[src/rtl/wdog_pkg.sv]
package wdog_pkg;

    typedef enum logic {
        PH_WATCH   = 1'b0,
        PH_RECOVER = 1'b1
    } wd_phase_e;

endpackage

[src/rtl/wdog_chan.sv]
module wdog_chan
    import wdog_pkg::*;
#(
    parameter int CNT_W       = 16,
    parameter int AP_W        = 8,
    parameter int RST_LEN     = 4,
    parameter int ESC_LIMIT   = 3,
    parameter int DEF_TIMEOUT = 1000
) (
    input  logic             clk,
    input  logic             rst_n,
    input  logic             en_i,
    input  logic             kick_i,
    input  logic             ap_vld_i,
    input  logic [AP_W-1:0]  ap_i,
    input  logic             cfg_we_i,
    input  logic [CNT_W-1:0] cfg_val_i,
    output logic             expire_o,
    output logic             escalate_o,
    output logic             lrst_o,
    output logic [AP_W-1:0]  last_ap_o
);

    localparam int RC_W   = $clog2(RST_LEN + 1);
    localparam int MISS_W = $clog2(ESC_LIMIT + 1);

    typedef struct packed {
        wd_phase_e          phase;
        logic [CNT_W-1:0]   cnt;
        logic [CNT_W-1:0]   tmo;
        logic [RC_W-1:0]    rcnt;
        logic [MISS_W-1:0]  miss;
        logic [AP_W-1:0]    last_ap;
    } chan_st_t;

    chan_st_t s_d, s_q;
    logic     expire_d, escalate_d;

    always_comb begin
        s_d        = s_q;
        expire_d   = 1'b0;
        escalate_d = 1'b0;

        if (cfg_we_i) begin
            s_d.tmo = cfg_val_i;
        end
        if (ap_vld_i) begin
            s_d.last_ap = ap_i;
        end

        unique case (s_q.phase)
            PH_RECOVER: begin
                if (s_q.rcnt == RC_W'(1)) begin
                    s_d.rcnt  = '0;
                    s_d.phase = PH_WATCH;
                    s_d.cnt   = s_q.tmo;
                end else begin
                    s_d.rcnt = s_q.rcnt - RC_W'(1);
                end
            end
            default: begin
                if (en_i) begin
                    if (kick_i) begin
                        s_d.cnt  = s_q.tmo;
                        s_d.miss = '0;
                    end else if (s_q.cnt == '0) begin
                        expire_d  = 1'b1;
                        s_d.phase = PH_RECOVER;
                        s_d.rcnt  = RC_W'(RST_LEN);
                        if (s_q.miss == MISS_W'(ESC_LIMIT - 1)) begin
                            escalate_d = 1'b1;
                            s_d.miss   = '0;
                        end else begin
                            s_d.miss = s_q.miss + MISS_W'(1);
                        end
                    end else begin
                        s_d.cnt = s_q.cnt - CNT_W'(1);
                    end
                end
            end
        endcase
    end

    always_ff @(posedge clk or negedge rst_n) begin
        if (!rst_n) begin
            s_q.phase   <= PH_WATCH;
            s_q.cnt     <= CNT_W'(DEF_TIMEOUT);
            s_q.tmo     <= CNT_W'(DEF_TIMEOUT);
            s_q.rcnt    <= '0;
            s_q.miss    <= '0;
            s_q.last_ap <= '0;
        end else begin
            s_q <= s_d;
        end
    end

    assign expire_o   = expire_d;
    assign escalate_o = escalate_d;
    assign lrst_o     = (s_q.phase == PH_RECOVER);
    assign last_ap_o  = s_q.last_ap;

endmodule

[src/rtl/wdog_prio.sv]
module wdog_prio #(
    parameter int N     = 4,
    parameter int IDX_W = 2
) (
    input  logic [N-1:0]     req_i,
    output logic [IDX_W-1:0] idx_o
);

    always_comb begin
        idx_o = '0;
        for (int i = N - 1; i >= 0; i--) begin
            if (req_i[i]) begin
                idx_o = IDX_W'(i);
            end
        end
    end

endmodule

[src/rtl/wdog_status.sv]
module wdog_status #(
    parameter int N_CH = 4,
    parameter int AP_W = 8
) (
    input  logic                       clk,
    input  logic                       rst_n,
    input  logic [N_CH-1:0]            expire_i,
    input  logic [N_CH-1:0]            escalate_i,
    input  logic [N_CH-1:0][AP_W-1:0]  last_ap_i,
    input  logic                       clr_we_i,
    input  logic [N_CH-1:0]            clr_mask_i,
    output logic [N_CH-1:0]            pend_o,
    output logic [N_CH-1:0][AP_W-1:0]  cap_o,
    output logic                       glb_o
);

    typedef struct packed {
        logic [N_CH-1:0]           pend;
        logic [N_CH-1:0][AP_W-1:0] cap;
        logic                      glb;
    } stat_st_t;

    stat_st_t s_d, s_q;

    always_comb begin
        s_d     = s_q;
        s_d.glb = |escalate_i;
        for (int i = 0; i < N_CH; i++) begin
            if (clr_we_i && clr_mask_i[i]) begin
                s_d.pend[i] = 1'b0;
            end
            if (expire_i[i]) begin
                if (!s_q.pend[i] || (clr_we_i && clr_mask_i[i])) begin
                    s_d.cap[i] = last_ap_i[i];
                end
                s_d.pend[i] = 1'b1;
            end
        end
    end

    always_ff @(posedge clk or negedge rst_n) begin
        if (!rst_n) begin
            s_q <= '0;
        end else begin
            s_q <= s_d;
        end
    end

    assign pend_o = s_q.pend;
    assign cap_o  = s_q.cap;
    assign glb_o  = s_q.glb;

endmodule

[src/rtl/multi_wdog.sv]
module multi_wdog #(
    parameter int N_CH        = 4,
    parameter int CNT_W       = 16,
    parameter int AP_W        = 8,
    parameter int RST_LEN     = 4,
    parameter int ESC_LIMIT   = 3,
    parameter int DEF_TIMEOUT = 1000
) (
    input  logic                      clk,
    input  logic                      rst_n,
    input  logic [N_CH-1:0]           ch_en,
    input  logic [N_CH-1:0]           kick,
    input  logic [N_CH-1:0]           ap_vld,
    input  logic [N_CH*AP_W-1:0]      ap_code,
    input  logic                      cfg_we,
    input  logic [$clog2(N_CH)-1:0]   cfg_sel,
    input  logic [CNT_W-1:0]          cfg_timeout,
    input  logic                      clr_we,
    input  logic [N_CH-1:0]           clr_mask,
    output logic [N_CH-1:0]           local_rst,
    output logic [N_CH-1:0]           exc_pending,
    output logic                      exc_irq,
    output logic [$clog2(N_CH)-1:0]   exc_cause_ch,
    output logic [AP_W-1:0]           exc_cause_ap,
    output logic                      glb_rst_req
);

    localparam int SEL_W = $clog2(N_CH);

    logic [N_CH-1:0]           expire;
    logic [N_CH-1:0]           escalate;
    logic [N_CH-1:0][AP_W-1:0] last_ap;
    logic [N_CH-1:0][AP_W-1:0] cap_ap;

    for (genvar g = 0; g < N_CH; g++) begin : g_ch
        wdog_chan #(
            .CNT_W       (CNT_W),
            .AP_W        (AP_W),
            .RST_LEN     (RST_LEN),
            .ESC_LIMIT   (ESC_LIMIT),
            .DEF_TIMEOUT (DEF_TIMEOUT)
        ) u_chan (
            .clk        (clk),
            .rst_n      (rst_n),
            .en_i       (ch_en[g]),
            .kick_i     (kick[g]),
            .ap_vld_i   (ap_vld[g]),
            .ap_i       (ap_code[g*AP_W +: AP_W]),
            .cfg_we_i   (cfg_we && (cfg_sel == SEL_W'(g))),
            .cfg_val_i  (cfg_timeout),
            .expire_o   (expire[g]),
            .escalate_o (escalate[g]),
            .lrst_o     (local_rst[g]),
            .last_ap_o  (last_ap[g])
        );
    end

    wdog_status #(
        .N_CH (N_CH),
        .AP_W (AP_W)
    ) u_status (
        .clk        (clk),
        .rst_n      (rst_n),
        .expire_i   (expire),
        .escalate_i (escalate),
        .last_ap_i  (last_ap),
        .clr_we_i   (clr_we),
        .clr_mask_i (clr_mask),
        .pend_o     (exc_pending),
        .cap_o      (cap_ap),
        .glb_o      (glb_rst_req)
    );

    wdog_prio #(
        .N     (N_CH),
        .IDX_W (SEL_W)
    ) u_prio (
        .req_i (exc_pending),
        .idx_o (exc_cause_ch)
    );

    assign exc_irq      = |exc_pending;
    assign exc_cause_ap = cap_ap[exc_cause_ch];

endmodule

[config.mk]
export PLATFORM = sky130hd
export DESIGN_NAME = multi_wdog
export DESIGN_NICKNAME = d
export VERILOG_FILES = /design/src/rtl/wdog_pkg.sv /design/src/rtl/wdog_chan.sv /design/src/rtl/wdog_prio.sv /design/src/rtl/wdog_status.sv /design/src/rtl/multi_wdog.sv
export SDC_FILE = /design/constraint.sdc
export NUM_CORES = 1
export LEC_CHECK = 0
export ABC_AREA = 1
export BUFFER_PORTS_ARGS = -buffer_cell sky130_fd_sc_hd__clkbuf_2
export CORE_ASPECT_RATIO = 1.75
export CORE_MARGIN = 2
export CORE_UTILIZATION = 40
export CTS_CLUSTER_DIAMETER = 60
export DETAILED_ROUTE_END_ITERATION = 7
export HOLD_SLACK_MARGIN = 0.15
export PLACE_DENSITY_LB_ADDON = 0.3
export REMOVE_ABC_BUFFERS = 1
export SLEW_MARGIN = 20
export SYNTH_ARGS = -nofsm -noshare
export SYNTH_HDL_FRONTEND = slang
export SYNTH_SLANG_ARGS = --single-unit
[constraint.sdc]
create_clock -name clk -period 1.9 [get_ports clk]
set_clock_uncertainty 0.1 [all_clocks]
set_input_delay 0.38 -clock clk [delete_from_list [all_inputs] [get_ports clk]]
set_output_delay 0.38 -clock clk [all_outputs]
set_load 0.02 [all_outputs]
==> impl_metrics.tcl, run 1 <==
set metrics [dict create \
    final_max_slew_viol_count 0 \
    die_h_microns 233 \
    setup_tns_ns -4.12 \
    grt_max_degree 47 \
    clockPowerShare_pct 21.5 \
    combinationalPowerShare_pct 47.1 \
    postSynthCellCount 1625 \
    final_util_pct 50.9 \
    fmax_ghz 0.411 \
    pre_cts_ws_ns 0.00324 \
    pwr-share-seq_pct 31.5 \
    regArea_sq_um 5590 \
    swShare_pct 42.5 \
    yosys_warnings 0 \
    synth_seq_cells 221 \
    dieArea_sq_um 31500 \
    hold_viol 0 \
    post-dp-hpwl_microns 25200 \
    hold_path.startpoint "ap_vld[2]" \
    internal_power_uw 13900 \
    ioPinCount 90 \
    syn_to_final_growth_pct 26.2 \
    worstReg2RegStart "g_ch[3].u_chan.s_q[29]" \
    htreeDepth 1 \
    period_share_pct 128 \
    wl_microns 34500 \
    n_antenna_cell 0 \
    async_reset_ff_share_pct 100 \
    hold_ws_ns 0.162 \
    worstMarginPinSlew_ns 0.407 \
    gp_congestion 0.950 \
    met3_usage_pct 2.28 \
    hp-class "input port to flip-flop" \
    status "finished with violations" \
    ys_seq_area_share_pct 46.5 \
    worst_slack_ns -0.534 \
    cts_sinks 221 \
    core-area_sq_um 29800 \
    postRouteAntennaNets 0 \
    track_usage_pct 22.0 \
    syn_area_per_cell_sq_um 7.40 \
    clockBufferDepth 3 \
    synthFlopType "dfrtp_1" \
    dpl_cell_area_sq_um 13300 \
    port_buffers 89 \
    fin_area_sq_um 15200 \
    power.density_nw_per_um2 1590 \
    vias_per_cell 5.06 \
    startpoint "u_status.pend_o[2]" \
    setup_viol 10 \
    grt_most_used_layer "met2" \
    drt_iter0_drc 565 \
    fillers 2858 \
    met1_usage_pct 24.1 \
    cts_root_buf "clkbuf_16" \
    yosysUniqueCellTypes 46 \
    overflow 0 \
    die_width_microns 135 \
    antenna_found_initial 0 \
    maxCapViolations 0 \
    end_kind "output port" \
    p_switching_uw 10300 \
    grt_pass1_vias 11000 \
    vias 11300 \
    cp.required_ns 1.42 \
    violations "negative setup slack" \
    startpoint_type "flip-flop" \
    drive_gt1_share_pct 20.7 \
    vdd.ir_drop.worst_v 0.00129 \
    drc 0 \
    relSlewSlack_pct 72.8 \
    clk_latency_ns 0.53 \
    criticalPathCategory "flip-flop to output port" \
    dr.pass1.iters 8 \
    rsz0062_at_grt "yes" \
    grt_pass1_wl_microns 55300 \
    nets 1911 \
    initial_core_util_pct 40.3 \
    multiInputGateArea_sq_um 5780 \
    row_count 84 \
    numCtsBuffers 24 \
    wl_per_cell_microns 15.5 \
    cp_max_fo 5 \
    period_needed_ns 2.43 \
    arrival_ns 1.95 \
    synth_edf_count 0 \
    netlist_area_sq_um 12000 \
    leakage_uw 0.00756 \
    grtUsageMet2_pct 40.5 \
    cts_tree "built" \
    worst_setup_hold_path_clk_slew_ns 0.07 \
]
stage by stage:
stage | total power [uW] | instances
global placement | 17600 | 2119
global route | 26000 | 2234
floorplan | 14300 | 1571
finish | 24100 | 2234
CTS | 23500 | 2228
detailed placement | 17900 | 2119
final timing paths:
check	endpoint	slack, ns	cells past startpoint
setup / recovery	exc_cause_ap[3]	-0.53	7
hold / removal	g_ch[2].u_chan.last_ap_o[0]	0.16	2
setup reg to reg	u_status.cap_o[25]	0.09	9
hold reg to reg	g_ch[0].u_chan.s_q[11]	0.37	2
max in group asynchronous	g_ch[3].u_chan.s_q[35]	0.82	3
min in group asynchronous	g_ch[2].u_chan.s_q[44]	0.27	2
critical path, stage by stage, from the launching register on:
cell     delay, ns
dfrtp_1       0.42
inv_2         0.08
nand2_4       0.05
a21oi_4       0.24
buf_6         0.18
o21ai_1       0.07
o22ai_1       0.21
buf_4         0.19
flip-flops by register name (all words and copies together), names as in the netlist:
signal,cells
g_ch.u_chan.last_ap_o,32
u_status.glb_o,1
g_ch.u_chan.lrst_o,4
g_ch.u_chan.s_q,148
u_status.pend_o,4
u_status.cap_o,32
cells by family (layout without fill, tap and decap cells):
kind of cell | Yosys count | after routing | share of synthesized area [%]
simple gates | 929 | 930 | 32.7
compound gates | 242 | 242 | 10.9
flops | 221 | 221 | 46.5
buf+inv | 204 | 425 | 7.13
mux | 16 | 16 | 1.50
fa+ha+maj | 12 | 12 | 1.25
xor+xnor | 1 | 1 | 0.0728
power by group through the flow:
stage          Combinational (uW)  Clock [uW]  Sequential, uW
2_1_floorplan                6980           0            7270
3_3_place_gp                10100           0            7580
3_5_place_dp                10200           0            7610
4_1_cts                     10600        5310            7540
5_1_grt                     12800        5500            7770
6_report                    11300        5180            7590
what timing repair did:
item / CTS / global route
cloned: 2 / 4
pin swaps: 4 / 14
endpoints found under the hold margin: 253 / 1
buffers inserted: 4 / 3
hold buffers: 59 / 1
gates resized for setup: 16 / 80
setup endpoints to repair: 11 / 112
layer usage:
layer | wire, microns | up-vias
li1 | - | 5601
met1 | 12900 | 5302
met2 | 18000 | 296
met3 | 1400 | 103
met4 | 2300 | 0
met5 | 0 | -
layout by cell type (no fill, tap or decap), types with 7 or more instances in the layout:
master         count
nor2_4             7
buf_6              7
nand2_1          551
o21ai_2           18
nand2_4            7
dfstp_2           48
ha_1               9
clkbuf_16         26
mux2_2            16
nand2_2           15
inv_1            134
nor2_1           173
o21ai_0          151
clkbuf_2          78
dlygate4sd3_1     58
buf_4             72
nor2_2            14
o21ai_1           26
inv_2             11
a21oi_1           23
buf_12            10
dfrtp_1          172
nand3_1          130
final cells by class:
class | count | area share (%)
Inverter | 150 | 3.78
Clock buffer | 30 | 4.57
Timing Repair Buffer | 230 | 12.3
Tap cell | 387 | 3.19
Timing Repair inverter | 1 | 0.0494
Clock inverter | 14 | 1.24
Multi-Input combinational cell | 1201 | 38.1
Sequential cell | 221 | 36.8
synthesized netlist by cell type (2+ instances only):
master,instances,area (sq um)
o21ai_2,13,114
a21oi_1,23,115
o21ai_0,164,821
mux2_2,16,180
dfstp_2,48,1260
clkinv_1,2,7.51
or2_2,4,25.0
nand3b_1,4,30.0
nor2_2,10,62.6
nor2_4,6,67.6
o221ai_1,2,17.5
and2_1,3,18.8
buf_4,6,45.0
ha_1,12,150
inv_2,7,26.3
a31oi_1,3,18.8
nand3_1,132,661
nor2_1,178,668
buf_2,14,70.1
nand2_1,557,2090
o21ai_1,18,90.1
nor3_2,2,20.0
nand2_4,5,56.3
inv_1,141,529
nand2_2,12,75.1
nand4_1,5,31.3
clkbuf_1,26,97.6
buf_6,7,78.8
nand3_2,4,40.0
dfrtp_1,173,4330
o22ai_1,8,50.1
a21boi_0,5,37.5
nor3_1,2,10.0
Note: power is estimated with default switching activity, not from simulation.
==> run 2, diff against run 1 <==
--- a/config.mk
+++ b/config.mk
@@ -12,6 +12,7 @@
 export CORE_UTILIZATION = 40
 export CTS_CLUSTER_DIAMETER = 60
 export DETAILED_ROUTE_END_ITERATION = 7
+export GPL_TIMING_DRIVEN = 0
 export HOLD_SLACK_MARGIN = 0.15
 export PLACE_DENSITY_LB_ADDON = 0.3
 export REMOVE_ABC_BUFFERS = 1
==> run 2 against run 1 <==
Net effect: the flow still finishes with violations (negative setup slack); design area shrank 0.16%; critical path depth up 1; sequential cell count is the same; maximum frequency decreased by 4.4%; total power decreased by 0.94%.
==> impl_metrics.tcl, run 2 (same netlist as run 1, synthesis figures left out) <==
set metrics [dict create \
    status "finished with violations" \
    violations "negative setup slack" \
    top_register "g_ch.u_chan.s_q" \
    htreeDepth 1 \
    period_needed_ns 2.55 \
    die_h_microns 233 \
    worst_slack_ns -0.646 \
    port_buffers 89 \
    numCtsBuffers 23 \
    worstMarginPinSlew_ns 1.01 \
    nets 1878 \
    cts_tree "built" \
    worst_setup_hold_path_clk_slew_ns 0.07 \
    dp_cells 2049 \
    initial_core_util_pct 40.3 \
    fillers 2871 \
    hp-class "input port to flip-flop" \
    criticalPathCategory "flip-flop to output port" \
    vdd.ir_drop.worst_v 0.00123 \
    arrival_ns 2.07 \
    dieArea_sq_um 31500 \
    grt_max_degree 92 \
    final_util_pct 50.8 \
    cts_root_buf "clkbuf_16" \
    final_cell_count_no_fill 2200 \
    syn_to_final_growth_pct 26.1 \
    hold_ws_ns 0.152 \
    n_antenna_cell 0 \
    row_count 84 \
    layout_common_cells "nand2_1 (517), dfrtp_1 (168), nor2_1 (161), o21ai_0 (149), inv_1 (124)" \
    ioPinCount 90 \
    relSlewSlack_pct 32.8 \
    regArea_sq_um 5600 \
    core-area_sq_um 29800 \
    dr.pass1.iters 6 \
    power.density_nw_per_um2 1580 \
    largest_reg_flops 148 \
    rsz0062_at_grt "yes" \
    final_max_slew_viol_count 0 \
    vias 11200 \
    maxCapViolations 0 \
    total_power_uw 23900 \
    overflow 0 \
    pre_cts_ws_ns -0.949 \
    wl_per_cell_microns 15.3 \
    drc 0 \
    startpoint_type "flip-flop" \
    multiInputGateArea_sq_um 6140 \
    postRouteAntennaNets 0 \
    final_common_cell "nand2_1" \
    period_share_pct 134 \
    end_kind "output port" \
    hold_viol 0 \
    setup_viol 20 \
    grt_pass1_vias 10700 \
    clk_latency_ns 0.53 \
    cp_max_fo 8 \
    clockBufferDepth 3 \
    cp.required_ns 1.42 \
    track_usage_pct 20.9 \
    cts_sinks 221 \
    gp_congestion 0.882 \
    leakage_uw 0.00735 \
    post-dp-hpwl_microns 22300 \
    fmax_ghz 0.393 \
    wl_microns 33600 \
    antenna_found_initial 0 \
    drt_iter0_drc 708 \
    die_width_microns 135 \
    vias_per_cell 5.08 \
    grt_pass1_wl_microns 53100 \
    drive_gt1_share_pct 22.8 \
]
## run 2: worst paths after layout
check                                       start                endpoint  slack (ns)  cells past startpoint
hold reg to reg            g_ch[0].u_chan.s_q[11]  g_ch[0].u_chan.s_q[11]        0.38                      2
setup reg to reg           g_ch[1].u_chan.s_q[30]          u_status.glb_o       -0.02                     10
min in group asynchronous                   rst_n  g_ch[2].u_chan.s_q[42]        0.26                      2
max in group asynchronous                   rst_n  g_ch[0].u_chan.s_q[35]        0.21                      4
hold / removal                     cfg_timeout[1]  g_ch[1].u_chan.s_q[14]        0.15                      3
setup / recovery               u_status.pend_o[2]         exc_cause_ap[3]       -0.65                      8
## run 2: report_power, final
group / leakage, uW / switching (uW) / internal (uW)
registers: 0.00271 / 1400 / 6290
clock network: 0.000372 / 2000 / 2690
logic: 0.00427 / 7150 / 4350
total: 0.00735 / 10600 / 13300
## run 2: layer usage
| metal | share of wire, % | track usage, % |
|---|---|---|
| met1 | 38 | 23.7 |
| met5 | 0 | 0 |
| met3 | 4.2 | 2.19 |
| met2 | 53 | 39.2 |
| met4 | 4.3 | 9.24 |
## run 2: cell type report
type                    instances  area share [%]
clock buffers                  31            4.26
clock inverters                11           0.883
inverters                     150            4.03
multi-input cells            1206            40.5
flip-flops and latches        221            36.9
well taps                     387            3.19
repair buffers                193            10.1
repair inverters                1          0.0743
## run 2: per-stage QoR
stage / TNS (ns) / cell area, sq um
global route: -9.19 / 15200
detailed placement: -60.20 / 12700
floorplan: -5.76 / 11700
finish: -5.89 / 15200
global placement: -898.18 / 12700
CTS: -5.89 / 14600
## run 2: timing repair
| item | 4_1_cts | 5_1_grt |
|---|---|---|
| buffers inserted | 29 | 12 |
| gates cloned | 2 | 6 |
| setup endpoints to repair | 116 | 123 |
| hold endpoints to repair | 139 | 0 |
| hold buffers | 61 | 0 |
| pin swaps | 21 | 48 |
| gates resized for setup | 78 | 123 |
## run 2: worst max-delay path, stage by stage, from the launching register on
cell        delay (ns)
dfrtp_2           0.44
inv_2             0.06
nand2_2           0.05
a21oi_4           0.23
clkinvlp_4        0.19
buf_12            0.17
o21ai_1           0.14
o22ai_1           0.09
buf_4             0.17
